<file path="src/rtl/dpwm_pkg.sv">
package dpwm_pkg;

    localparam int DEF_POS_W = 6;
    localparam int DEF_SUB_W = 2;

    typedef struct packed {
        logic pin;
        logic oe;
    } pin_out_t;

endpackage

</file>
<file path="src/rtl/dpwm_counter.sv">
module dpwm_counter #(
    parameter int CNT_W = 8
) (
    input  logic             clk,
    input  logic             rst,
    output logic [CNT_W-1:0] cnt_o,
    output logic             wrap_o
);

    typedef struct packed {
        logic [CNT_W-1:0] cnt;
    } cnt_state_t;

    cnt_state_t state_d, state_q;

    always_comb begin
        state_d     = state_q;
        state_d.cnt = state_q.cnt + 1'b1;
        if (rst) begin
            state_d = '0;
        end
    end

    always_ff @(posedge clk) begin
        state_q <= state_d;
    end

    assign cnt_o  = state_q.cnt;
    assign wrap_o = &state_q.cnt;

endmodule

</file>
<file path="src/rtl/dpwm_duty_reg.sv">
module dpwm_duty_reg #(
    parameter int DUTY_W = 8
) (
    input  logic              clk,
    input  logic              rst,
    input  logic              load_i,
    input  logic [DUTY_W-1:0] duty_i,
    output logic [DUTY_W-1:0] duty_o
);

    typedef struct packed {
        logic [DUTY_W-1:0] duty;
    } duty_state_t;

    duty_state_t state_d, state_q;

    always_comb begin
        state_d = state_q;
        if (load_i) begin
            state_d.duty = duty_i;
        end
        if (rst) begin
            state_d = '0;
        end
    end

    always_ff @(posedge clk) begin
        state_q <= state_d;
    end

    assign duty_o = state_q.duty;

endmodule

</file>
<file path="src/rtl/dpwm_wave.sv">
module dpwm_wave #(
    parameter int POS_W = 6,
    parameter int SUB_W = 2
) (
    input  logic [POS_W+SUB_W-1:0] cnt_i,
    input  logic [POS_W+SUB_W-1:0] duty_i,
    output logic                   hi_o
);

    localparam int DUTY_W = POS_W + SUB_W;
    localparam int THR_W  = POS_W + 1;

    logic [POS_W-1:0] pos_w;
    logic [POS_W-1:0] base_w;
    logic             stretch_w;
    logic [THR_W-1:0] thr_w;

    assign pos_w  = cnt_i[POS_W-1:0];
    assign base_w = duty_i[DUTY_W-1:SUB_W];

    generate
        if (SUB_W == 0) begin : g_no_dither
            assign stretch_w = 1'b0;
        end else begin : g_dither
            logic [SUB_W-1:0] sub_w;
            logic [SUB_W-1:0] extra_w;
            assign sub_w     = cnt_i[DUTY_W-1:POS_W];
            assign extra_w   = duty_i[SUB_W-1:0];
            assign stretch_w = (sub_w < extra_w);
        end
    endgenerate

    always_comb begin
        thr_w = {1'b0, base_w} + THR_W'(stretch_w);
        hi_o  = ({1'b0, pos_w} < thr_w);
    end

endmodule

</file>
<file path="src/rtl/dpwm_gen.sv">
module dpwm_gen
    import dpwm_pkg::*;
#(
    parameter int POS_W = DEF_POS_W,
    parameter int SUB_W = DEF_SUB_W
) (
    input  logic                   clk,
    input  logic                   rst,
    input  logic [POS_W+SUB_W-1:0] duty_i,
    input  logic                   pin_dir_i,
    input  logic                   port_bit_i,
    output logic                   pin_o,
    output logic                   pin_oe_o
);

    localparam int DUTY_W = POS_W + SUB_W;

    logic [DUTY_W-1:0] cnt_w;
    logic [DUTY_W-1:0] duty_w;
    logic              wrap_w;
    logic              wave_hi_w;

    pin_out_t out_d, out_q;

    dpwm_counter #(
        .CNT_W (DUTY_W)
    ) u_counter (
        .clk    (clk),
        .rst    (rst),
        .cnt_o  (cnt_w),
        .wrap_o (wrap_w)
    );

    dpwm_duty_reg #(
        .DUTY_W (DUTY_W)
    ) u_duty (
        .clk    (clk),
        .rst    (rst),
        .load_i (wrap_w),
        .duty_i (duty_i),
        .duty_o (duty_w)
    );

    dpwm_wave #(
        .POS_W (POS_W),
        .SUB_W (SUB_W)
    ) u_wave (
        .cnt_i  (cnt_w),
        .duty_i (duty_w),
        .hi_o   (wave_hi_w)
    );

    always_comb begin
        out_d     = out_q;
        out_d.oe  = ~pin_dir_i;
        out_d.pin = wave_hi_w & port_bit_i & ~pin_dir_i;
        if (rst) begin
            out_d = '0;
        end
    end

    always_ff @(posedge clk) begin
        out_q <= out_d;
    end

    assign pin_o    = out_q.pin;
    assign pin_oe_o = out_q.oe;

endmodule

</file>
<file path="config.mk">
export PLATFORM = sky130hd
export DESIGN_NAME = dpwm_gen
export DESIGN_NICKNAME = d
export VERILOG_FILES = /design/src/rtl/dpwm_pkg.sv /design/src/rtl/dpwm_counter.sv /design/src/rtl/dpwm_duty_reg.sv /design/src/rtl/dpwm_wave.sv /design/src/rtl/dpwm_gen.sv
export SDC_FILE = /design/constraint.sdc
export NUM_CORES = 1
export LEC_CHECK = 0
export ABC_AREA = 1
export BUFFER_PORTS_ARGS = -buffer_cell sky130_fd_sc_hd__buf_2
export CORE_MARGIN = 8
export CORE_UTILIZATION = 54
export CTS_CLUSTER_DIAMETER = 200
export DETAILED_ROUTE_END_ITERATION = 7
export MAX_ROUTING_LAYER = met4
export PLACE_DENSITY = 0.85
export SLEW_MARGIN = 20
export SYNTH_ARGS = -nofsm -noshare
export SYNTH_HDL_FRONTEND = slang
export SYNTH_SLANG_ARGS = --single-unit
</file>
<file path="constraint.sdc">
create_clock -name clk -period 2.71 [get_ports clk]
set_input_delay 0.1355 -clock clk [delete_from_list [all_inputs] [get_ports clk]]
set_output_delay 0.1355 -clock clk [all_outputs]
set_load 0.01 [all_outputs]
</file>
==> flow_metrics.tcl <==
set metrics [dict create \
    cp.arrival_ns 2.43 \
    setup_violations 0 \
    clkTransAtPathRegs_ns 0.10 \
    portBuffers 13 \
    p_total_uw 442 \
    hpwl_um 1530 \
    power_density_nw_per_um2 414 \
    synth-edff-count 0 \
    ys_seq_elements 18 \
    antenna_left 0 \
    yosysTopAreaCell "dfxtp_1" \
    final.setup.tns_ns 0 \
    finalCritPeriodShare_pct 80.4 \
    hp-class "input port to flip-flop" \
    synth_top_cell_area_share_pct 37.6 \
    place_congestion 0.874 \
    cts_inserted_buffers 3 \
    synth-main-ff-cell "dfxtp_1" \
    drt_iter0_markers 25 \
    vias 839 \
    final_cell_area_um2 1070 \
    cp.required_ns 2.96 \
    cp_num_buf_inv 0 \
    tightest_slew_ns 0.299 \
    yosysSeqAreaShare_pct 37.6 \
    initial_core_util_pct 56.7 \
    syn-instance-count 122 \
    grt_overflow 0 \
    ys_top_cells_by_area "dfxtp_1 (38%), ha_1 (12%), nand3_1 (8.4%)" \
    async_flop_share_pct 0 \
    synth_area_per_cell_um2 7.85 \
    insertion_delay_ns 0.30 \
    max_freq_ghz 0.459 \
    power_leakage_uw 0.000515 \
    ys_warn_count 0 \
    clock-root-buffer "clkbuf_4" \
    cpMostUsedCell "ha_1" \
    grt_pass1_wl_um 3380 \
    hold_viol 0 \
    slew_headroom_pct 80.1 \
    placed_cells 150 \
    max-cap-violations 0 \
    pin_count 14 \
    irDropWorstVdd_mv 0.226 \
    cts_sinks 18 \
    cts_buffer_depth 2 \
    yosys.cell_types.count 21 \
    die_y_um 58.1 \
    finalNetCount 160 \
    cp-end-kind "flip-flop" \
    stdcell_count 154 \
    syn_area_um2 957 \
    path_cells "ha_1, a21oi_1, ha_1, ha_1, nand2_1, nor2_2, xnor2_1, ha_1, nand2_1, nand2_1, nand3_1, nand3_1, nor2_1" \
    fin_crit_ns 2.18 \
    n_antenna_cell 0 \
    slew_viol_final 0 \
    area_delta_synth_final_pct 11.5 \
    outcome "completed" \
    critPathKind "flip-flop to flip-flop" \
    grt_max_degree 17 \
    postCtsSetupRepairBufs 0 \
    syn_nets 143 \
    grt_setup_unrepaired "false" \
    fp.dieArea_um2 3380 \
    path_delay_family "adder cells" \
    path_max_fanout 4 \
    core_area_um2 1690 \
    final_common_cell "nand2_1" \
    grt_pass1_vias 753 \
    antenna_found_initial 0 \
    cts-htree-levels 1 \
    die_x_um 58.1 \
    placed_cell_area_um2 1030 \
    clock_skew_ns 0.00582 \
    cts_tree "yes" \
    cp-start-kind "flip-flop" \
    track_usage_pct 13.3 \
    wl_um 2020 \
    final_cell_mix "nand2_1 (21), dfxtp_1 (18), nand3_1 (16), nor2_1 (15)" \
    drive_gt1_share_pct 17.5 \
    vias_per_cell 5.45 \
    drtPass1Iterations 4 \
    fill_cells 145 \
    critical-path-max-stage-delay_ns 0.41 \
    num_rows 15 \
    crit_path_top_delay_cell "dfxtp_1" \
    wl_per_cell_um 13.1 \
    worst_hold_slack_ns 0.0943 \
    post-route-drc-count 0 \
]
-- Yosys cell counts (2+ instances only) --
master   count
inv_1       10
nand3_1     16
nor2_1      15
nand2_2      2
o21ai_0      2
dfxtp_1     18
xnor2_1      2
xor2_1       2
ha_1         9
a21oi_1     13
nor2_8       2
nand2_1     21
nand2_4      2
-- worst min-delay path: cells and delay by family --
family	cells	cell delay (ns)
buffers and inverters	1	0.09
AO/OA/AOI/OAI	1	0.06
AND/OR/NAND/NOR	1	0.07
-- cells by family (layout without fill, tap and decap cells) --
| group | Yosys count | count (layout) | share of synthesized area (%) |
|---|---|---|---|
| and+or+nand+nor | 61 | 61 | 32.3 |
| adders and majority gates | 9 | 9 | 11.8 |
| AOI/OAI and AO/OA | 17 | 17 | 9.41 |
| xor gates and xnor gates | 4 | 4 | 3.66 |
| buffers and inverters | 13 | 28 | 5.23 |
| DFF | 18 | 18 | 37.6 |
-- through the flow --
stage	setup slack, ns	util, %
after floorplan	0.729	-
after global placement	0.623	61.3
after detailed placement	0.561	61.3
after CTS	0.539	63.2
after global routing	0.348	63.2
final	0.530	63.2
-- worst paths after layout --
path / from / to / slack (ns) / depth (start not counted)
setup / recovery: u_counter.cnt_o[7] / pin_o / 0.53 / 13
hold / removal: duty_i[4] / u_duty.duty_o[4] / 0.09 / 3
setup reg to reg: u_counter.cnt_o[7] / pin_o / 0.53 / 13
hold reg to reg: u_duty.duty_o[1] / u_duty.duty_o[1] / 0.48 / 2
-- registers in the layout (all words and copies together) (netlist names) --
name,count
u_counter.cnt_o,8
pin_o,1
pin_oe_o,1
u_duty.duty_o,8
-- power by group --
| group | total (uW) | switching [uW] | internal (uW) |
|---|---|---|---|
| sequential | 274 | 4.33 | 269 |
| combinational | 33.7 | 17.1 | 16.6 |
| clock | 135 | 82.9 | 51.8 |
| total | 442 | 104 | 338 |
-- metal layers --
layer  part of all wire [%]  vias up  wire length, um  GRT usage (%)
met1                     47      386              945           16.6
li1                       -      433                -              -
met2                     47       15              943           19.3
met3                    4.6        5               93           3.97
met4                    1.8        0               36           6.29
met5                      0        -                0              -
-- area by class of cell --
cell class	count	area [um^2]	area share, %
Inverter	11	41.3	3.87
Clock buffer	3	22.5	2.11
Sequential cell	18	360	33.8
Tap cell	17	21.3	1.99
Timing Repair Buffer	14	75.1	7.03
Multi-Input combinational cell	91	547	51.2
-- what timing repair did --
action                                 4_1_cts  5_1_grt
endpoints found under the hold margin        1        0
hold buffers                                 1        0
gates resized for setup                      0        0
Note: power is estimated with default switching activity, not from simulation.
